## src/rtl/hdlc_tx_pkg.sv

```systemverilog
package hdlc_tx_pkg;

   typedef enum logic [2:0] {
      ST_IDLE  = 3'd0,
      ST_DATA  = 3'd1,
      ST_FCS   = 3'd2,
      ST_CLOSE = 3'd3,
      ST_ABORT = 3'd4
   } tx_state_t;

   localparam logic [7:0] FLAG_OCTET = 8'h7E;
   localparam int         RUN_LIMIT  = 5;
   localparam int         FCS_BITS   = 16;

   // One LSB-first CRC step with a bit-reversed polynomial.
   function automatic logic [FCS_BITS-1:0] crc_step(
      input logic [FCS_BITS-1:0] cur,
      input logic                din,
      input logic [FCS_BITS-1:0] poly_rev);
      logic fb;
      fb = cur[0] ^ din;
      return (cur >> 1) ^ (fb ? poly_rev : '0);
   endfunction

endpackage

```

## src/rtl/hdlc_tx_regs.sv

```systemverilog
module hdlc_tx_regs #(
   parameter int DEPTH = 8,
   parameter int PW    = $clog2(DEPTH),
   parameter int AW    = PW + 1
) (
   input  logic                  clk,
   input  logic                  rst_n,
   input  logic                  host_wr,
   input  logic [AW-1:0]         host_addr,
   input  logic [7:0]            host_wdata,
   output logic [7:0]            host_rdata,
   input  logic                  clr_msg,
   input  logic                  clr_abort,
   output logic [DEPTH-1:0][7:0] buf_flat,
   output logic                  send_q,
   output logic                  fcs_req_q,
   output logic                  abort_q,
   output logic [PW-1:0]         ptr_q,
   output logic                  link_off_q
);
   localparam logic [AW-1:0] CTRL_ADDR = AW'(DEPTH);
   localparam int            PTR_LSB   = 3;
   localparam logic [7:0]    USED_MASK = 8'h87 | (8'(DEPTH - 1) << PTR_LSB);

   logic [7:0] buf_q [DEPTH];
   logic       ctrl_wr;
   logic [7:0] ctrl_word;
   logic       unused_reserved;

   assign ctrl_wr         = host_wr && (host_addr == CTRL_ADDR);
   assign unused_reserved = ^(host_wdata & ~USED_MASK);

   for (genvar g = 0; g < DEPTH; g++) begin : g_byte
      always_ff @(posedge clk or negedge rst_n) begin
         if (!rst_n)
            buf_q[g] <= '0;
         else if (host_wr && host_addr == AW'(g))
            buf_q[g] <= host_wdata;
      end
      assign buf_flat[g] = buf_q[g];
   end

   always_ff @(posedge clk or negedge rst_n) begin
      if (!rst_n) begin
         send_q     <= 1'b0;
         fcs_req_q  <= 1'b0;
         abort_q    <= 1'b0;
         ptr_q      <= '0;
         link_off_q <= 1'b0;
      end else if (ctrl_wr) begin
         send_q     <= host_wdata[0];
         fcs_req_q  <= host_wdata[1];
         abort_q    <= host_wdata[2];
         ptr_q      <= host_wdata[PTR_LSB +: PW];
         link_off_q <= host_wdata[7];
      end else begin
         if (clr_msg) begin
            send_q    <= 1'b0;
            fcs_req_q <= 1'b0;
         end
         if (clr_abort)
            abort_q <= 1'b0;
      end
   end

   always_comb begin
      ctrl_word              = '0;
      ctrl_word[0]           = send_q;
      ctrl_word[1]           = fcs_req_q;
      ctrl_word[2]           = abort_q;
      ctrl_word[PTR_LSB +: PW] = ptr_q;
      ctrl_word[7]           = link_off_q;
      if (!host_addr[AW-1])
         host_rdata = buf_q[host_addr[PW-1:0]];
      else if (host_addr == CTRL_ADDR)
         host_rdata = ctrl_word;
      else
         host_rdata = '0;
   end

endmodule

```

## src/rtl/hdlc_tx_crc.sv

```systemverilog
module hdlc_tx_crc #(
   parameter logic [15:0] POLY_REV = 16'h8408,
   parameter logic [15:0] PRESET   = 16'hFFFF
) (
   input  logic        clk,
   input  logic        rst_n,
   input  logic        init,
   input  logic        step,
   input  logic        din,
   output logic [15:0] crc
);
   always_ff @(posedge clk or negedge rst_n) begin
      if (!rst_n)
         crc <= PRESET;
      else if (init)
         crc <= PRESET;
      else if (step)
         crc <= hdlc_tx_pkg::crc_step(crc, din, POLY_REV);
   end
endmodule

```

## src/rtl/hdlc_tx_engine.sv

```systemverilog
module hdlc_tx_engine
   import hdlc_tx_pkg::*;
#(
   parameter int DEPTH     = 8,
   parameter int PW        = $clog2(DEPTH),
   parameter int ABORT_LEN = 8
) (
   input  logic                  clk,
   input  logic                  rst_n,
   input  logic                  slot_en,
   input  logic [DEPTH-1:0][7:0] buf_flat,
   input  logic                  send_q,
   input  logic                  fcs_req_q,
   input  logic                  abort_q,
   input  logic [PW-1:0]         ptr_q,
   input  logic [15:0]           crc,
   output logic                  bit_out,
   output logic                  irq,
   output logic                  clr_msg,
   output logic                  clr_abort,
   output logic                  crc_init,
   output logic                  crc_step_en,
   output logic                  crc_din,
   output tx_state_t             state
);
   localparam int ABW = (ABORT_LEN > 1) ? $clog2(ABORT_LEN) : 1;

   tx_state_t      state_q;
   logic [3:0]     bitcnt_q;
   logic [PW-1:0]  idx_q, stop_q;
   logic           fcs_q, stuff_q, irq_q;
   logic [2:0]     ones_q;
   logic [ABW-1:0] abcnt_q;

   logic raw, take, abort_go, latch, byte_end, in_frame, block_end;

   assign state     = state_q;
   assign irq       = irq_q;
   assign byte_end  = (bitcnt_q[2:0] == 3'd7);
   assign in_frame  = (state_q == ST_DATA) || (state_q == ST_FCS);
   assign block_end = (state_q == ST_DATA) && byte_end && (idx_q == stop_q);

   always_comb begin
      unique case (state_q)
         ST_DATA: raw = buf_flat[idx_q][bitcnt_q[2:0]];
         ST_FCS:  raw = ~crc[bitcnt_q];
         ST_ABORT: raw = 1'b1;
         default: raw = FLAG_OCTET[bitcnt_q[2:0]];
      endcase
   end

   assign bit_out     = stuff_q ? 1'b0 : raw;
   assign abort_go    = slot_en && abort_q && (state_q != ST_ABORT);
   assign take        = slot_en && !stuff_q && !abort_go;
   assign latch       = take && send_q && byte_end &&
                        ((state_q == ST_IDLE) || (block_end && !fcs_q));
   assign clr_msg     = latch;
   assign clr_abort   = abort_go;
   assign crc_init    = latch && (state_q == ST_IDLE);
   assign crc_step_en = take && (state_q == ST_DATA);
   assign crc_din     = raw;

   always_ff @(posedge clk or negedge rst_n) begin
      if (!rst_n) begin
         state_q  <= ST_IDLE;
         bitcnt_q <= '0;
         idx_q    <= '0;
         stop_q   <= '0;
         fcs_q    <= 1'b0;
         ones_q   <= '0;
         stuff_q  <= 1'b0;
         abcnt_q  <= '0;
         irq_q    <= 1'b0;
      end else begin
         irq_q <= latch;
         if (abort_go) begin
            state_q  <= ST_ABORT;
            abcnt_q  <= '0;
            stuff_q  <= 1'b0;
            ones_q   <= '0;
            bitcnt_q <= '0;
         end else if (slot_en && stuff_q) begin
            stuff_q <= 1'b0;
            ones_q  <= '0;
         end else if (take) begin
            if (in_frame) begin
               if (raw && ones_q == 3'(RUN_LIMIT - 1)) begin
                  stuff_q <= 1'b1;
                  ones_q  <= '0;
               end else begin
                  ones_q <= raw ? ones_q + 3'd1 : 3'd0;
               end
            end
            unique case (state_q)
               ST_IDLE, ST_CLOSE: begin
                  if (byte_end) begin
                     bitcnt_q <= '0;
                     state_q  <= ST_IDLE;
                  end else begin
                     bitcnt_q <= bitcnt_q + 4'd1;
                  end
               end
               ST_DATA: begin
                  if (!byte_end) begin
                     bitcnt_q <= bitcnt_q + 4'd1;
                  end else begin
                     bitcnt_q <= '0;
                     if (idx_q != stop_q)
                        idx_q <= idx_q + PW'(1);
                     else if (fcs_q)
                        state_q <= ST_FCS;
                     else if (!send_q) begin
                        state_q <= ST_ABORT;
                        abcnt_q <= '0;
                     end
                  end
               end
               ST_FCS: begin
                  if (bitcnt_q == 4'd15) begin
                     bitcnt_q <= '0;
                     state_q  <= ST_CLOSE;
                  end else begin
                     bitcnt_q <= bitcnt_q + 4'd1;
                  end
               end
               ST_ABORT: begin
                  if (abcnt_q == ABW'(ABORT_LEN - 1)) begin
                     state_q  <= ST_IDLE;
                     bitcnt_q <= '0;
                  end else begin
                     abcnt_q <= abcnt_q + ABW'(1);
                  end
               end
               default: state_q <= ST_IDLE;
            endcase
            if (latch) begin
               state_q  <= ST_DATA;
               bitcnt_q <= '0;
               idx_q    <= {ptr_q[PW-1], {(PW-1){1'b0}}};
               stop_q   <= ptr_q;
               fcs_q    <= fcs_req_q;
               if (state_q == ST_IDLE)
                  ones_q <= '0;
            end
         end
      end
   end

endmodule

```

## src/rtl/hdlc_link_tx.sv

```systemverilog
module hdlc_link_tx #(
   parameter int          DEPTH     = 8,
   parameter int          ABORT_LEN = 8,
   parameter logic [15:0] POLY_REV  = 16'h8408,
   parameter logic [15:0] PRESET    = 16'hFFFF,
   localparam int         PW        = $clog2(DEPTH),
   localparam int         AW        = PW + 1
) (
   input  logic          clk,
   input  logic          rst_n,
   input  logic          host_wr,
   input  logic [AW-1:0] host_addr,
   input  logic [7:0]    host_wdata,
   output logic [7:0]    host_rdata,
   input  logic          slot_en,
   output logic          tx_bit,
   output logic          irq
);
   if (DEPTH < 4 || DEPTH > 16 || (1 << PW) != DEPTH) begin : g_bad_depth
      $error("DEPTH must be a power of two from 4 to 16");
   end
   if (ABORT_LEN < 7) begin : g_bad_abort
      $error("ABORT_LEN must be at least 7");
   end

   logic [DEPTH-1:0][7:0] buf_flat;
   logic                  ctrl_send, ctrl_fcs, ctrl_abort, ctrl_link_off;
   logic [PW-1:0]         ctrl_ptr;
   logic                  clr_msg, clr_abort;
   logic                  crc_init, crc_step_en, crc_din;
   logic [15:0]           crc;
   logic                  eng_bit;
   hdlc_tx_pkg::tx_state_t eng_state;

   hdlc_tx_regs #(.DEPTH(DEPTH), .PW(PW), .AW(AW)) u_regs (
      .clk        (clk),
      .rst_n      (rst_n),
      .host_wr    (host_wr),
      .host_addr  (host_addr),
      .host_wdata (host_wdata),
      .host_rdata (host_rdata),
      .clr_msg    (clr_msg),
      .clr_abort  (clr_abort),
      .buf_flat   (buf_flat),
      .send_q     (ctrl_send),
      .fcs_req_q  (ctrl_fcs),
      .abort_q    (ctrl_abort),
      .ptr_q      (ctrl_ptr),
      .link_off_q (ctrl_link_off)
   );

   hdlc_tx_crc #(.POLY_REV(POLY_REV), .PRESET(PRESET)) u_crc (
      .clk   (clk),
      .rst_n (rst_n),
      .init  (crc_init),
      .step  (crc_step_en),
      .din   (crc_din),
      .crc   (crc)
   );

   hdlc_tx_engine #(.DEPTH(DEPTH), .PW(PW), .ABORT_LEN(ABORT_LEN)) u_eng (
      .clk         (clk),
      .rst_n       (rst_n),
      .slot_en     (slot_en),
      .buf_flat    (buf_flat),
      .send_q      (ctrl_send),
      .fcs_req_q   (ctrl_fcs),
      .abort_q     (ctrl_abort),
      .ptr_q       (ctrl_ptr),
      .crc         (crc),
      .bit_out     (eng_bit),
      .irq         (irq),
      .clr_msg     (clr_msg),
      .clr_abort   (clr_abort),
      .crc_init    (crc_init),
      .crc_step_en (crc_step_en),
      .crc_din     (crc_din),
      .state       (eng_state)
   );

   assign tx_bit = ctrl_link_off | eng_bit;

endmodule

```

## config.mk

```make
export PLATFORM = sky130hd
export DESIGN_NAME = hdlc_link_tx
export DESIGN_NICKNAME = d
export VERILOG_FILES = /design/src/rtl/hdlc_tx_pkg.sv /design/src/rtl/hdlc_tx_regs.sv /design/src/rtl/hdlc_tx_crc.sv /design/src/rtl/hdlc_tx_engine.sv /design/src/rtl/hdlc_link_tx.sv
export SDC_FILE = /design/constraint.sdc
export NUM_CORES = 1
export LEC_CHECK = 0
export CAP_MARGIN = 25
export CORE_UTILIZATION = 55
export CTS_CLUSTER_DIAMETER = 80
export CTS_CLUSTER_SIZE = 20
export DETAILED_ROUTE_END_ITERATION = 7
export GPL_TIMING_DRIVEN = 0
export MAX_ROUTING_LAYER = met4
export PLACE_DENSITY = 0.7
export RECOVER_POWER = 100
export SETUP_SLACK_MARGIN = 0.02
export SLEW_MARGIN = 20
export SYNTH_ARGS = -nofsm -noshare
export SYNTH_HDL_FRONTEND = slang
export SYNTH_SLANG_ARGS = --single-unit
```

## constraint.sdc

```tcl
create_clock -name clk -period 4.4 [get_ports clk]
set_clock_uncertainty 0.1 [all_clocks]
set_input_delay 1.1 -clock clk [delete_from_list [all_inputs] [get_ports clk]]
set_output_delay 1.1 -clock clk [all_outputs]
set_load 0.005 [all_outputs]
```

After elaboration in Yosys (flattened, before gate mapping). Memory sizes are Yosys's and may differ from the RTL's. Index checks and enable logic that the tools add are counted.

Register bits: 109. Memory bits (read-only): 8. Input bits: 16. Output and inout bits: 10. Word-level logic and storage cells: 188. Memories: 1.

Memory list: (no name shown) (depth 8, bits a word 1, read ports 1, clocked after memory_dff 0, wr ports 0, line hdlc_tx_engine.sv:48) `default: raw = FLAG_OCTET[bitcnt_q[2:0]];`.

$add $sub $neg: 4. $lt $le $gt $ge: 4. Equal/unequal tests: 31. Muxes and demuxes: 68. Bitwise logic cells: 7. Reduce and logical (&&, ||, !) cells: 50.

Operator list (count): 2-to-1 mux 3 bit (31); binary-select mux 8 bit (select 3 bit) (2); 2-to-1 mux 16 bit (3); 2-to-1 mux 8 bit (5); 2-to-1 mux 4 bit (7); logical AND 1 bit (23); == test 4 x 3 -> 1 bit, second input constant (4); AND reduction 8 bit (2); bitwise XOR 15 x 16 -> 16 bit (1); 2-to-1 mux 1 bit (14); nonzero test 2 bit (7); == test 3 bit, second input constant (4); inequality test 4 x 1 -> 1 bit, second input constant (3); one-hot mux 3 bit (4 select lines) (1); one-hot mux 4 bit (3 select lines) (1); nonzero test 3 bit (4); adder 3 x 1 -> 3 bit, second input constant (3); inequality test 3 x 2 -> 1 bit, second input constant (3); == test 4 x 2 -> 1 bit, second input constant (2); == test 4 bit, second input constant (2); less-than comparator 3 x 4 -> 1 bit, second input constant (2); inequality test 4 x 2 -> 1 bit, second input constant (2); AND reduction 4 bit (2); == test 3 x 2 -> 1 bit, second input constant (2); other kinds (28) (34).

Logic depth before layout (Yosys ltp). Gate-level depths: netlist of the first run.

Word-level depth: 13. Depth in mapped cells: 12. Mapped depth without buffers: 9.

Cells and area by module. A second synthesis of the first run with hierarchy kept.

Cell total of the unflattened synthesis: 541. Area total of the unflattened synthesis: 6279.8 um2.

Modules (own cells, without submodules): hdlc_tx_regs (times used 1, cells each 254, area an instance 3472.1 um2, seq. area each 1776.7 um2); hdlc_tx_engine (times used 1, cells each 230, area an instance 2060.7 um2, seq. area each 550.5 um2); hdlc_tx_crc (times used 1, cells each 56, area an instance 740.7 um2, seq. area each 420.4 um2); hdlc_link_tx (times used 1, cells each 1, area an instance 6.3 um2, seq. area each 0.0 um2).

Least setup slack after synthesis of the first run. Ideal clock, no wire load.

Path kind: input -> output. From: input host_addr[0]. To: output host_rdata[0]. Data arrival time: 2.651 ns. Data required time: 3.200 ns. Setup slack: 0.549 ns. Stages on the path: 5. Buffers on the path: 2. Cells stage by stage: clkbuf_1 clkbuf_1 mux4_2 a22oi_1 o22ai_1.

Cells in the longest elaborated chain, start to end: 5. Elaborated cells on any way between the ends: 7. Those cells by class: eq/ne (1); mux (5); bitwise (1).

RTL lines: start: declaration (line hdlc_link_tx.sv:12) `input logic [AW-1:0] host_addr,`; inverter 3 -> 4 bit (implied by the code) (line hdlc_tx_regs.sv:74) `host_rdata = buf_q[host_addr[PW-1:0]];`; binary-select mux 8 bit (select 3 bit) (line hdlc_tx_regs.sv:74); 2-to-1 mux 8 bit (implied by the code) (2 in a row) (line hdlc_tx_regs.sv:74); 2-to-1 mux 8 bit (*) (line hdlc_tx_regs.sv:73) `if (!host_addr[AW-1])`; end: declaration (line hdlc_link_tx.sv:14) `output logic [7:0] host_rdata,`.

Mark *: on every way between the ends. The rest lies on a longest branch, timed or not. The select of a mux whose other input is x is not followed.

Worst setup path after layout of the first run.
From: input host_addr[3]. To: output host_rdata[7].

Cells in the longest elaborated chain, start to end: 3.

RTL lines: == test 4 bit (line hdlc_tx_regs.sv:75) `else if (host_addr == CTRL_ADDR)`; 2-to-1 mux 8 bit (line hdlc_tx_regs.sv:75); 2-to-1 mux 8 bit (*) (line hdlc_tx_regs.sv:73).

Mark *: on every way between the ends. The rest lies on a longest branch, timed or not.

==> impl_metrics.env, run 1 <==
export IMPL_comb_power_share=0.409
export IMPL_p_int_mw=2.33
export IMPL_setup_tns_ns=0
export IMPL_ant_nets=0
export IMPL_synth_top_flop_cell="dfrtp_1"
export IMPL_setup_ws_ns=0.0963
export IMPL_crit_required_ns=3.20
export IMPL_setup_viol=0
export IMPL_crit_chain="clkdlybuf4s50_1 -> clkinv_2 -> nor3_1 -> buf_4 -> a22oi_1 -> o22ai_1 -> dlygate4sd3_1"
export IMPL_clockPowerShare=0.165
export IMPL_max_slew_margin=-0.366
export IMPL_num_vias=4344
export IMPL_grt_max_degree=75
export IMPL_period_needed_ns=4.30
export IMPL_dieArea_um2=11300
export IMPL_vdd_drop_max_mv=0.285
export IMPL_finish_cell_count_without_fillers=679
export IMPL_cts_sinks=109
export IMPL_cpLargestDelayFamily="buffers and inverters"
export IMPL_diodes=0
export IMPL_status="finished, violations left"
export IMPL_ys_ff_latch=109
export IMPL_max_stage_delay_ns=0.59
export IMPL_worst_pin_slew_ns=2.05
export IMPL_end_kind="primary output"
export IMPL_place_hpwl_um=9990
export IMPL_die_w_um=106
export IMPL_clock_latency_ns=0.38
export IMPL_place_congestion=0.893
export IMPL_fmax_ghz=0.232
export IMPL_startpoint_type="primary input"
export IMPL_nets=563
export IMPL_cts_root_buf="clkbuf_8"
export IMPL_cp_arrival_ns=3.10
export IMPL_wl_um=13600
export IMPL_timing_final_crit_share=0.978
export IMPL_cp_slowest_cell="dlygate4sd3_1"
export IMPL_drive_gt1_frac=0.263
export IMPL_core_um2=10400
export IMPL_ys_seq_area_frac=0.460
export IMPL_finalHoldViolCount=0
export IMPL_yosysWarnings=0
export IMPL_powerDensity_nw_per_um2=550
export IMPL_drtIter0Drc=317
export IMPL_grt_overflow_total=0
export IMPL_switchingPower_mw=1.29
export IMPL_clk_pin_slew_ns=0.09
export IMPL_cts_tree="done"
export IMPL_hold_path_class="register to register"
export IMPL_antenna_found_initial=0
export IMPL_grt_total_usage=0.270
export IMPL_critPathMaxFanout=10
export IMPL_cap_violations=1
export IMPL_swShare=0.356
export IMPL_grt_pass1_vias=4310
export IMPL_n_fill_cell=814
export IMPL_syn_avg_cell_area_um2=11.9
export IMPL_drc=0
export IMPL_netlist_area_um2=5980
export IMPL_seq_power_share=0.426
export IMPL_ioPinCount=26
export IMPL_rsz0062_at_grt="yes"
export IMPL_dr_pass1_iters=6
export IMPL_cts_buffers=9
export IMPL_routedWlPerCell_um=20.1
export IMPL_violations="max-capacitance violations, max-slew violations"
export IMPL_p_total_mw=3.62
export IMPL_timing_hold_ws_ns=0.413
export IMPL_yosysTopAreaCellShare=0.389
export IMPL_synth_cells=501
export IMPL_maxSlewViolCount=36
export IMPL_cts_htree_levels=3
export IMPL_synth_edf_count=0
export IMPL_dp_slack_ns=-0.656
export IMPL_cts_hold_buf=0
export IMPL_yosysUniqueCellTypes=53
export IMPL_grt_pass1_wl_um=22600
export IMPL_via_per_inst=6.40
export IMPL_die_h_um=106
export IMPL_clock_path_buffers=2
export IMPL_syn_nets=526
export IMPL_area_growth_syn_to_layout_pct=10.2
export IMPL_rows=37
export IMPL_p_leak_nw=2.77
export IMPL_port_buffers=23
export IMPL_place_inst=661
export IMPL_synth_area_top_cells="dfrtp_1 39%, mux2_2 11%, mux4_2 11%, dfstp_2 7.0%, nand2_1 3.4%"
export IMPL_yosys_area_top_type="dfrtp_1"
export IMPL_async_reset_ff_frac=1.00
export IMPL_critPathBufInv=4
export IMPL_critPathKind="primary input to primary output"
export IMPL_start_util=0.574
[power groups by stage]
| stage | Combinational [mW] | Sequential [mW] | Clock [mW] |
|---|---|---|---|
| after floorplan | 1.16 | 1.48 | 0 |
| after global placement | 1.45 | 1.54 | 0 |
| after detailed placement | 1.50 | 1.56 | 0 |
| after CTS | 1.51 | 1.54 | 0.610 |
| after global routing | 1.61 | 1.58 | 0.640 |
| final | 1.48 | 1.54 | 0.598 |
[cell type report]
type	instances	area, µm²	area share
Buffer	29	154	0.0234
Multi-Input combinational cell	338	2960	0.450
Clock inverter	5	40.0	0.00608
Sequential cell	109	2750	0.417
Timing Repair Buffer	27	273	0.0414
Inverter	24	91.3	0.0139
Clock buffer	11	151	0.0230
Tap cell	136	170	0.0258
[per-stage QoR]
step	utilization	area, µm²
3_5_place_dp	0.616	6420
2_1_floorplan	-	5980
5_1_grt	0.633	6590
4_1_cts	0.638	6640
3_3_place_gp	0.612	6380
6_report	0.633	6590
[worst paths after layout]
check	startpoint	endpoint	slack, ns	cells past startpoint
max	host_addr[3]	host_rdata[7]	0.1	7
min	u_eng.stop_q[2]$_DFFE_PN0P_	u_eng.stop_q[2]$_DFFE_PN0P_	0.41	2
max reg2reg	u_eng.state[0]$_DFFE_PN0P_	u_eng.idx_q[2]$_DFFE_PN0P_	1.24	8
min reg2reg	u_eng.stop_q[2]$_DFFE_PN0P_	u_eng.stop_q[2]$_DFFE_PN0P_	0.41	2
max in group asynchronous	rst_n	u_eng.bitcnt_q[2]$_DFFE_PN0P_	1.83	1
min in group asynchronous	rst_n	u_eng.ones_q[0]$_DFFE_PN0P_	1.20	1
[flip-flops by register name (all words and copies together) (netlist names)]
name               cells
u_crc.crc             16
u_eng.abcnt_q          3
u_eng.bitcnt_q         4
u_eng.fcs_q            1
u_eng.idx_q            3
u_eng.irq              1
u_eng.ones_q           3
u_eng.state            3
u_eng.stop_q           3
u_eng.stuff_q          1
u_regs.abort_q         1
u_regs.buf_flat       64
u_regs.fcs_req_q       1
u_regs.link_off_q      1
u_regs.ptr_q           3
u_regs.send_q          1
[per-layer routing]
layer / routed length [µm] / vias up / track usage
li1: - / 1946 / -
met1: 5800 / 2213 / 0.344
met2: 6900 / 164 / 0.450
met3: 673 / 21 / 0.0423
met4: 239 / 0 / 0.0804
met5: 0 / - / -
[layout by cell type (no fill, tap or decap), drive strengths merged, types with 5 or more instances in the layout]
cell	n
dfrtp	93
mux2	60
nand2	54
mux4	33
clkbuf	32
o21ai	27
inv	26
nand3	18
o22a	16
clkdlybuf4s50	16
dfstp	16
nor2	13
mux2i	13
buf	13
a21oi	9
a22oi	9
ha	9
xnor2	8
o22ai	7
nand4	7
nor3	6
o211ai	5
dlygate4sd3	5
[kinds of logic after synthesis]
kind of cell | count (synthesis) | share of synthesized area
xor+xnor | 10 | 0.0147
simple gates | 120 | 0.0952
fa+ha+maj | 10 | 0.0205
flops | 109 | 0.460
compound gates | 92 | 0.109
buf+inv | 54 | 0.0391
mux | 106 | 0.262
[cells in the mapped netlist, types with 6 or more instances]
cell type  count
a21oi_1        9
a22oi_1        9
clkbuf_1      18
dfrtp_1       93
dfstp_2       16
ha_1           9
inv_1         23
mux2_2        60
mux2i_1       13
mux4_2        29
nand2_1       54
nand3_1       18
nand4_1        7
nor2_1        13
nor3_1         6
o21ai_0       27
o22a_1        16
o22ai_1        7
xnor2_1        8
[worst register-to-register path: cells and delay by family, from the launching register on]
family                 cells  cell delay, ns
AO/OA/AOI/OAI              5            1.82
AND/OR/NAND/NOR            2            0.55
flip-flops                 1            0.38
buffers and inverters      1            0.23
[repair_timing]
item                       in CTS  in global routing
resized for setup              14                  5
buffers inserted                3                  0
setup endpoints to repair       9                  6
pin swaps                       1                  0
Power figures use the tool's default switching activity.
==> inputs of run 2 (changes only) <==
--- a/config.mk
+++ b/config.mk
@@ -7,7 +7,6 @@
 export LEC_CHECK = 0
 export CAP_MARGIN = 25
 export CORE_UTILIZATION = 55
-export CTS_CLUSTER_DIAMETER = 80
 export CTS_CLUSTER_SIZE = 20
 export DETAILED_ROUTE_END_ITERATION = 7
 export GPL_TIMING_DRIVEN = 0
==> constraint.sdc (replaced) <==
create_clock -name clk -period 4.1 [get_ports clk]
set_clock_uncertainty 0.1 [all_clocks]
set_input_delay 1.025 -clock clk [delete_from_list [all_inputs] [get_ports clk]]
set_output_delay 1.025 -clock clk [all_outputs]
set_load 0.005 [all_outputs]
==> run 2 against run 1 <==
  * Clock power up 6.9%
  * Design area up 0.40%
  * Register-to-register slack worse by 0.30 ns
  * Clock-buffer cell count unchanged
  * Largest cell class unchanged
  * Largest power group unchanged
  * Power up 7.9%
  * The run still ends with max-capacitance violations, max-slew violations left
==> impl_metrics.env, run 2 (synthesis results as in run 1) <==
export IMPL_grt_pass1_wl_um=22700
export IMPL_status="finished, violations left"
export IMPL_vdd_drop_max_mv=0.295
export IMPL_place_hpwl_um=9990
export IMPL_cts_sinks=109
export IMPL_die_h_um=106
export IMPL_timing_hold_ws_ns=0.411
export IMPL_startpoint_type="primary input"
export IMPL_setup_ws_ns=0.0831
export IMPL_cpMostUsedCell="dlygate4sd3_1"
export IMPL_finalHoldViolCount=0
export IMPL_critPathMaxFanout=10
export IMPL_crit_chain="dlygate4sd3_1 -> clkbuf_2 -> nand2_2 -> o22ai_1 -> dlygate4sd3_1"
export IMPL_cp_arrival_ns=2.89
export IMPL_p_leak_nw=2.78
export IMPL_timing_final_crit_share=0.980
export IMPL_cp_slowest_cell="dlygate4sd3_1"
export IMPL_nets=563
export IMPL_dr_wl_met2_um=6990
export IMPL_crit_required_ns=2.97
export IMPL_drive_gt1_frac=0.276
export IMPL_port_buffers=23
export IMPL_grt_pass1_vias=4307
export IMPL_max_slew_margin=-0.275
export IMPL_fmax_ghz=0.249
export IMPL_drc=0
export IMPL_largest_reg_flops=64
export IMPL_end_kind="primary output"
export IMPL_clock_latency_ns=0.38
export IMPL_cts_tree="done"
export IMPL_dr_pass1_iters=5
export IMPL_violations="max-capacitance violations, max-slew violations"
export IMPL_met3_wirelength_um=641
export IMPL_hold_path_class="register to register"
export IMPL_dp_slack_ns=-0.806
export IMPL_clk_pin_slew_ns=0.09
export IMPL_cap_violations=1
export IMPL_area_growth_syn_to_layout_pct=10.7
export IMPL_cts_htree_levels=3
export IMPL_worst_pin_slew_ns=1.91
export IMPL_rsz0062_at_grt="no"
export IMPL_via_per_inst=6.37
export IMPL_max_stage_delay_ns=0.59
export IMPL_wirelength_met1_um=5800
export IMPL_start_util=0.574
export IMPL_critPathKind="primary input to primary output"
export IMPL_drtIter0Drc=302
export IMPL_antenna_found_initial=0
export IMPL_top_layer_used="met4"
export IMPL_cts_root_buf="clkbuf_8"
export IMPL_p_total_mw=3.91
export IMPL_clock_path_buffers=2
export IMPL_die_w_um=106
export IMPL_cts_buffers=9
export IMPL_routedWlPerCell_um=20.2
export IMPL_ant_nets=0
export IMPL_period_needed_ns=4.02
export IMPL_final_cell_mix="93 x dfrtp_1, 60 x mux2_2, 53 x nand2_1"
export IMPL_grt_overflow_total=0
export IMPL_grt_max_degree=75
export IMPL_core_um2=10400
export IMPL_setup_viol=0
export IMPL_rows=37
export IMPL_powerDensity_nw_per_um2=591
export IMPL_postLayoutCoreUtil=0.635
export IMPL_dieArea_um2=11300
export IMPL_ioPinCount=26
export IMPL_maxSlewViolCount=37
export IMPL_wl_um=13700
export IMPL_n_fill_cell=805
export IMPL_place_congestion=0.893
export IMPL_final_common_cell="dfrtp_1"
export IMPL_grt_total_usage=0.272
export IMPL_num_vias=4327
export IMPL_diodes=0
==> run 2: changes by cell type in the layout (fill, tap and decap cells not counted), sizes merged <==
cell,previous run,this run
clkbuf,32,33
clkdlybuf4s50,16,15
dlygate4sd3,5,4
dlymetal6s2s,0,1
==> run 2: layer usage <==
| layer | track usage | vias to the layer above |
|---|---|---|
| met3 | 0.0441 | 24 |
| met4 | 0.0843 | 0 |
| met1 | 0.344 | 2215 |
| met2 | 0.450 | 144 |
| li1 | - | 1944 |
| met5 | - | - |
==> run 2: worst max-delay path: cells and delay by family <==
kind / cells / cell delay (ns)
AOI/OAI and AO/OA: 1 / 0.23
buffers and inverters: 3 / 1.44
and+or+nand+nor: 1 / 0.19
==> run 2: power by group <==
group          switching, mW  total [mW]  internal, mW
Sequential             0.247        1.66          1.41
Combinational          0.770        1.61         0.842
Clock                  0.378       0.639         0.261
Total                   1.39        3.91          2.51
==> run 2: repair_timing <==
item	CTS	global route
gates resized for setup	22	14
pin swaps	1	1
setup buffers	3	0
endpoints found under the setup margin	9	8
hold buffers	0	0
==> run 2: worst paths after layout <==
kind	startpoint	slack, ns	cells past startpoint	endpoint
worst max-delay path	host_addr[2]	0.08	5	host_rdata[3]
worst min-delay path	u_eng.stop_q[2]$_DFFE_PN0P_	0.41	2	u_eng.stop_q[2]$_DFFE_PN0P_
worst max register to register	u_eng.state[0]$_DFFE_PN0P_	0.94	8	u_eng.idx_q[2]$_DFFE_PN0P_
worst min register to register	u_eng.stop_q[2]$_DFFE_PN0P_	0.41	2	u_eng.stop_q[2]$_DFFE_PN0P_
max in group asynchronous	rst_n	0.87	2	u_regs.buf_flat[37]$_DFFE_PN0P_
min in group asynchronous	rst_n	1.07	1	u_eng.bitcnt_q[1]$_DFFE_PN0P_
==> run 2: through the flow <==
| stage | instance area, µm² | TNS, ns | std cells |
|---|---|---|---|
| 2_1_floorplan | 5980 | 0 | 501 |
| 3_3_place_gp | 6380 | -216.18 | 660 |
| 3_5_place_dp | 6420 | -5.62 | 661 |
| 4_1_cts | 6670 | 0 | 680 |
| 5_1_grt | 6620 | 0 | 679 |
| 6_report | 6620 | 0 | 679 |
==> run 2: cell type report <==
| class | instances | area [µm²] | area share |
|---|---|---|---|
| clock inverters | 5 | 40.0 | 0.00605 |
| multi-input cells | 338 | 2980 | 0.451 |
| plain buffers | 29 | 179 | 0.0270 |
| repair buffers | 27 | 250 | 0.0378 |
| flip-flops and latches | 109 | 2750 | 0.415 |
| clock buffers | 11 | 151 | 0.0229 |
| inverters | 24 | 95.1 | 0.0144 |
| well taps | 136 | 170 | 0.0257 |
